[config.mk]
export PLATFORM = sky130hd
export DESIGN_NAME = uart_autobaud
export DESIGN_NICKNAME = d
export VERILOG_FILES = /design/src/rtl/ab_pkg.sv /design/src/rtl/ab_rx_sync.sv /design/src/rtl/ab_meas_cnt.sv /design/src/rtl/ab_ctrl.sv /design/src/rtl/ab_irq.sv /design/src/rtl/uart_autobaud.sv
export SDC_FILE = /design/constraint.sdc
export NUM_CORES = 1
export LEC_CHECK = 0
export ABC_AREA = 1
export BUFFER_PORTS_ARGS = -buffer_cell sky130_fd_sc_hd__buf_2
export CAP_MARGIN = 20
export CORE_MARGIN = 5
export CORE_UTILIZATION = 45
export CTS_CLUSTER_SIZE = 14
export DETAILED_ROUTE_END_ITERATION = 10
export PLACE_DENSITY = 0.67
export SLEW_MARGIN = 40
export SYNTH_ARGS = -nofsm -noshare
export SYNTH_HDL_FRONTEND = slang
export SYNTH_SLANG_ARGS = --single-unit
[constraint.sdc]
create_clock -name clk -period 2.2 [get_ports clk]
set_clock_uncertainty 0.05 [all_clocks]
set_input_delay 0.44 -clock clk [delete_from_list [all_inputs] [get_ports clk]]
set_output_delay 0.44 -clock clk [all_outputs]
set_load 0.005 [all_outputs]
[src/rtl/ab_pkg.sv]
package ab_pkg;
  typedef enum logic [1:0] {
    AB_IDLE = 2'd0,
    AB_WAIT = 2'd1,
    AB_MEAS = 2'd2
  } ab_state_t;
endpackage

[src/rtl/ab_rx_sync.sv]
module ab_rx_sync #(
  parameter int SYNC_N = 2
) (
  input  logic clk,
  input  logic rst_n,
  input  logic rx_i,
  output logic fall_o,
  output logic rise_o
);
  logic [SYNC_N-1:0] sh_q;
  logic [SYNC_N-1:0] sh_d;
  logic              prev_q;
  logic              rx_s;

  // synchronizer chain, idle-high reset level
  always_comb begin
    sh_d = {sh_q[SYNC_N-2:0], rx_i};
  end

  always_ff @(posedge clk or negedge rst_n) begin
    if (!rst_n) begin
      sh_q   <= '1;
      prev_q <= 1'b1;
    end else begin
      sh_q   <= sh_d;
      prev_q <= rx_s;
    end
  end

  assign rx_s   = sh_q[SYNC_N-1];
  assign fall_o = prev_q & ~rx_s;
  assign rise_o = ~prev_q & rx_s;
endmodule

[src/rtl/ab_meas_cnt.sv]
module ab_meas_cnt #(
  parameter int CNT_W = 16,
  parameter int OVS   = 16
) (
  input  logic             clk,
  input  logic             rst_n,
  input  logic             clr_i,
  input  logic             run_i,
  input  logic             two_bit_i,
  output logic [CNT_W-1:0] cnt_o,
  output logic             tick_o,
  output logic             full_o
);
  localparam int PRE_LONG = 2 * OVS;
  localparam int PRE_W    = $clog2(PRE_LONG);

  logic [PRE_W-1:0] pre_q, pre_d, pre_last;
  logic [CNT_W-1:0] cnt_q, cnt_d;

  always_comb begin
    pre_last = two_bit_i ? PRE_W'(PRE_LONG - 1) : PRE_W'(OVS - 1);
    tick_o   = run_i && (pre_q == pre_last);
    pre_d    = pre_q;
    cnt_d    = cnt_q;
    if (clr_i) begin
      pre_d = '0;
      cnt_d = '0;
    end else if (run_i) begin
      if (tick_o) begin
        pre_d = '0;
        cnt_d = cnt_q + 1'b1;
      end else begin
        pre_d = pre_q + 1'b1;
      end
    end
  end

  always_ff @(posedge clk or negedge rst_n) begin
    if (!rst_n) begin
      pre_q <= '0;
      cnt_q <= '0;
    end else begin
      pre_q <= pre_d;
      cnt_q <= cnt_d;
    end
  end

  assign cnt_o  = cnt_q;
  assign full_o = &cnt_q;
endmodule

[src/rtl/ab_ctrl.sv]
module ab_ctrl
  import ab_pkg::*;
#(
  parameter int CNT_W = 16
) (
  input  logic             clk,
  input  logic             rst_n,
  input  logic             start_set_i,
  input  logic             start_clr_i,
  input  logic             mode_i,
  input  logic             restart_i,
  input  logic             fall_i,
  input  logic             rise_i,
  input  logic             tick_i,
  input  logic             full_i,
  input  logic [CNT_W-1:0] cnt_i,
  output ab_state_t        state_o,
  output logic             cnt_clr_o,
  output logic             cnt_run_o,
  output logic             two_bit_o,
  output logic [CNT_W-1:0] div_o,
  output logic             to_evt_o,
  output logic             end_evt_o
);
  ab_state_t        st_q, st_d;
  logic             mode_q, mode_d;
  logic             rs_q, rs_d;
  logic [CNT_W-1:0] div_q, div_d;
  logic             close_edge;

  always_comb begin
    st_d       = st_q;
    mode_d     = mode_q;
    rs_d       = rs_q;
    div_d      = div_q;
    cnt_clr_o  = 1'b0;
    to_evt_o   = 1'b0;
    end_evt_o  = 1'b0;
    close_edge = mode_q ? rise_i : fall_i;
    if (start_clr_i) begin
      st_d      = AB_IDLE;               // abort wins
      cnt_clr_o = 1'b1;
    end else if (start_set_i) begin
      st_d      = AB_WAIT;               // arm
      mode_d    = mode_i;
      rs_d      = restart_i;
      cnt_clr_o = 1'b1;
    end else begin
      unique case (st_q)
        AB_WAIT: begin
          cnt_clr_o = 1'b1;
          if (fall_i) st_d = AB_MEAS;
        end
        AB_MEAS: begin
          if (tick_i && full_i) begin
            to_evt_o  = 1'b1;            // overflow
            cnt_clr_o = 1'b1;
            st_d      = rs_q ? AB_WAIT : AB_IDLE;
          end else if (close_edge) begin
            end_evt_o = 1'b1;
            div_d     = cnt_i + CNT_W'(tick_i);
            st_d      = AB_IDLE;
          end
        end
        default: st_d = AB_IDLE;
      endcase
    end
  end

  always_ff @(posedge clk or negedge rst_n) begin
    if (!rst_n) begin
      st_q   <= AB_IDLE;
      mode_q <= 1'b0;
      rs_q   <= 1'b0;
      div_q  <= '0;
    end else begin
      st_q   <= st_d;
      mode_q <= mode_d;
      rs_q   <= rs_d;
      div_q  <= div_d;
    end
  end

  assign state_o   = st_q;
  assign cnt_run_o = (st_q == AB_MEAS);
  assign two_bit_o = ~mode_q;
  assign div_o     = div_q;
endmodule

[src/rtl/ab_irq.sv]
module ab_irq #(
  parameter int N = 2
) (
  input  logic         clk,
  input  logic         rst_n,
  input  logic [N-1:0] evt_i,
  input  logic [N-1:0] en_i,
  input  logic [N-1:0] clr_i,
  output logic [N-1:0] flag_o
);
  logic [N-1:0] flag_q, flag_d;

  // event with enable sets, clear pulse otherwise clears
  for (genvar i = 0; i < N; i++) begin : g_flag
    always_comb begin
      flag_d[i] = flag_q[i];
      if (evt_i[i] && en_i[i])  flag_d[i] = 1'b1;
      else if (clr_i[i])        flag_d[i] = 1'b0;
    end
  end

  always_ff @(posedge clk or negedge rst_n) begin
    if (!rst_n) flag_q <= '0;
    else        flag_q <= flag_d;
  end

  assign flag_o = flag_q;
endmodule

[src/rtl/uart_autobaud.sv]
module uart_autobaud
  import ab_pkg::*;
#(
  parameter int CNT_W  = 16,
  parameter int OVS    = 16,
  parameter int SYNC_N = 2
) (
  input  logic             clk,
  input  logic             rst_n,
  input  logic             rx_i,
  input  logic             start_set_i,
  input  logic             start_clr_i,
  input  logic             mode_i,
  input  logic             restart_i,
  input  logic             to_int_en_i,
  input  logic             end_int_en_i,
  input  logic             to_int_clr_i,
  input  logic             end_int_clr_i,
  output logic             active_o,
  output logic             frac_zero_o,
  output logic [CNT_W-1:0] divisor_o,
  output logic             to_int_o,
  output logic             end_int_o
);
  logic             rx_fall, rx_rise;
  logic             cnt_clr, cnt_run, two_bit, tick, full;
  logic [CNT_W-1:0] cnt_val;
  ab_state_t        st;
  logic             to_evt, end_evt;
  logic [1:0]       flags;

  ab_rx_sync #(.SYNC_N(SYNC_N)) u_sync (
    .clk(clk), .rst_n(rst_n), .rx_i(rx_i),
    .fall_o(rx_fall), .rise_o(rx_rise)
  );

  ab_meas_cnt #(.CNT_W(CNT_W), .OVS(OVS)) u_cnt (
    .clk(clk), .rst_n(rst_n), .clr_i(cnt_clr), .run_i(cnt_run),
    .two_bit_i(two_bit), .cnt_o(cnt_val), .tick_o(tick), .full_o(full)
  );

  ab_ctrl #(.CNT_W(CNT_W)) u_ctrl (
    .clk(clk), .rst_n(rst_n),
    .start_set_i(start_set_i), .start_clr_i(start_clr_i),
    .mode_i(mode_i), .restart_i(restart_i),
    .fall_i(rx_fall), .rise_i(rx_rise), .tick_i(tick), .full_i(full),
    .cnt_i(cnt_val), .state_o(st), .cnt_clr_o(cnt_clr), .cnt_run_o(cnt_run),
    .two_bit_o(two_bit), .div_o(divisor_o),
    .to_evt_o(to_evt), .end_evt_o(end_evt)
  );

  ab_irq #(.N(2)) u_irq (
    .clk(clk), .rst_n(rst_n),
    .evt_i({end_evt, to_evt}),
    .en_i({end_int_en_i, to_int_en_i}),
    .clr_i({end_int_clr_i, to_int_clr_i}),
    .flag_o(flags)
  );

  assign active_o    = (st != AB_IDLE);
  assign frac_zero_o = active_o;
  assign to_int_o    = flags[0];
  assign end_int_o   = flags[1];
endmodule

==> reports/qor.txt <==
outcome -> completed
Total GRT Usage -> 0.154
initial antenna violation count -> 0
Leak -> 1.38 nW
P&R area growth vs syn -> 17.7%
largest net degree at the start of global routing -> 31
Total Power -> 1.72 mW
syn_area_per_cell -> 8.18 um2
fraction of registers with async set or reset after synthesis -> 1.00
Wirelength per Cell -> 12.4 um
row cnt -> 27
Worst-Skew Late Latency -> 300 ps
I/O Pins -> 31
WP data required -> 2350 ps
crit share post-route -> 0.932
nets -> 365
starting density of the core -> 0.460
CP arrival -> 2200 ps
Hold Violations, Final -> 0
Synth warnings -> 0
largest area contributor in the netlist -> dfrtp_1
Synth Cell Area -> 2530 um2
Antenna Violating Nets Remaining -> 0
register area -> 1150 um2
GP Congestion -> 0.841
full die area -> 7230 um2
drt first pass iters -> 4
Least-Margin Pin Slew -> 533 ps
Clock Path Buffers -> 2
global-route wire length before repair -> 9.01 mm
number of enable flip-flop cells after synthesis -> 0
total number of vias -> 2045
CORE AREA -> 5510 um2
area of the multi-input gates -> 1230 um2
Final Max Slew Viols -> 0
# hold bufs at CTS -> 0
CTS root buf -> clkbuf_8
Vias/cell -> 4.88
Power Density -> 578 nW/um2
Crit. End Element -> flip-flop
Layout fillers -> 503
Port Buffers -> 30
synthesized instance count -> 310
crit path kind -> flip-flop to flip-flop
ANT cells -> 0
Post-synth top cells -> nand2_1 (75), dfrtp_1 (43), nor2_1 (41), inv_1 (29), xor2_1 (19)
minimum clock period -> 2050 ps
height of the die -> 85.1 um
Slew HR -> 0.645
FF-to-FF path depth -> 11
Max FO, Critical Path -> 4
Yosys reg bits -> 46
setup violators final -> 0
register area share after synthesis -> 0.456
Peak VDD IR -> 0.284 mV
Main synth FF type -> dfrtp_1
share of cells above drive strength 1 -> 0.210
Hold WS -> 52.6 ps
vias in the first global route -> 1997
Inserted Clock Buffers -> 5
clock slew at reported path FFs -> 90 ps
drt drc -> 0
most common cell in the netlist -> nand2_1
CTS sink cnt -> 46
Synth top area share -> 0.424
TritonCTS clock tree -> done
routed wire length -> 5.18 mm
die span in x -> 85.1 um
H-tree depth -> 2
FMAX -> 488 MHz
hpwl dp -> 3.90 mm
max-cap viol count -> 0
Post-Syn Nets -> 329
CP startpoint kind -> flip-flop
path type of the worst min-delay path -> primary input to async pin
number of distinct standard cells referenced by the synthesized netlist -> 28
Setup TNS Final -> 0 ps
remaining global-route overflow -> 0
Synth area leaders -> dfrtp_1 (42%), nand2_1 (11%), xor2_1 (6.6%)
DRT iter0 DRCs -> 94
## layout by cell type, fill, tap and decap left out, drive strengths merged, types with 6 or more instances in the layout
master  instances
o21ai          18
xnor2           6
xor2           19
ha              8
nor3            8
clkbuf          6
dfrtp          43
buf            40
inv            30
nand4          14
nand2          82
nand3          15
nor2           45
## power by group
part | total, mW | internal [mW] | switching [mW]
registers | 0.863 | 0.857 | 0.00639
clock network | 0.774 | 0.484 | 0.289
logic | 0.0877 | 0.0317 | 0.0560
total | 1.72 | 1.37 | 0.352
## routing by layer
layer / GRT usage / vias up / part of all wire
li1: - / 1058 / -
met1: 0.195 / 936 / 0.45
met2: 0.254 / 40 / 0.48
met3: 0.0272 / 11 / 0.045
met4: 0.0691 / 0 / 0.021
met5: 0 / - / 0
## sequential cells by signal, summed over array words and instances, names as in the netlist
| register | count |
|---|---|
| u_cnt.pre_q | 5 |
| u_sync.prev_q | 1 |
| u_ctrl.mode_q | 1 |
| u_ctrl.div_o | 16 |
| u_sync.sh_q | 2 |
| u_cnt.cnt_o | 16 |
| u_ctrl.state_o | 2 |
| u_ctrl.rs_q | 1 |
| u_irq.flag_o | 2 |
## timing repair
item	in CTS	in global routing
gates resized for setup	0	4
endpoints found under the setup margin	0	5
setup buffers	0	1
## stage by stage
step	util	cells	setup WS [ps]	instance area [um2]
after global placement	0.511	410	160	2810
after CTS	0.537	418	71.7	2960
after detailed placement	0.511	410	77.0	2810
after floorplan	-	310	-3.12	2580
final	0.542	419	151	2980
after global routing	0.542	419	-4.84	2980
## cell families (layout without fill, tap and decap cells)
kind of cell    count (synthesis)  after routing  share of synthesized area
xor+xnor                       25             25                     0.0864
mux                             1              1                    0.00444
buf+inv                        41             78                     0.0790
compound gates                 23             23                     0.0469
fa+ha+maj                       8              8                     0.0395
flops                          46             46                      0.456
simple gates                  166            166                      0.288
## path summary, 6_finish.rpt
path                                          startpoint                            to  slack [ps]
setup / recovery           u_ctrl.state_o[0]$_DFFE_PN0P_  u_ctrl.div_o[15]$_DFFE_PN0P_         150
hold / removal                                     rst_n    u_cnt.cnt_o[9]$_DFFE_PN0P_          50
setup reg to reg           u_ctrl.state_o[0]$_DFFE_PN0P_  u_ctrl.div_o[15]$_DFFE_PN0P_         150
hold reg to reg                 u_sync.sh_q[0]$_DFF_PN1_      u_sync.sh_q[1]$_DFF_PN1_         310
max in group asynchronous                          rst_n    u_cnt.cnt_o[2]$_DFFE_PN0P_        1530
min in group clk                                    rx_i      u_sync.sh_q[0]$_DFF_PN1_         180
## critical path, cell delays in order, from the launching register on
cell	delay, ps
dfrtp_1	400
inv_1	90
ha_1	180
nand3_2	100
nor2_4	130
ha_2	210
inv_1	50
nor2_2	170
nand2_1	130
nor2_1	150
xor2_1	190
o21ai_1	70
## area by class of cell
class | count | share of cell area
timing repair buffer | 40 | 0.0839
sequential | 46 | 0.387
multi-input combinational | 223 | 0.413
clock buffer | 6 | 0.0277
inverter | 30 | 0.0378
clock inverter | 2 | 0.0201
tap | 72 | 0.0302
No activity file was read; power rests on OpenSTA's default activity.
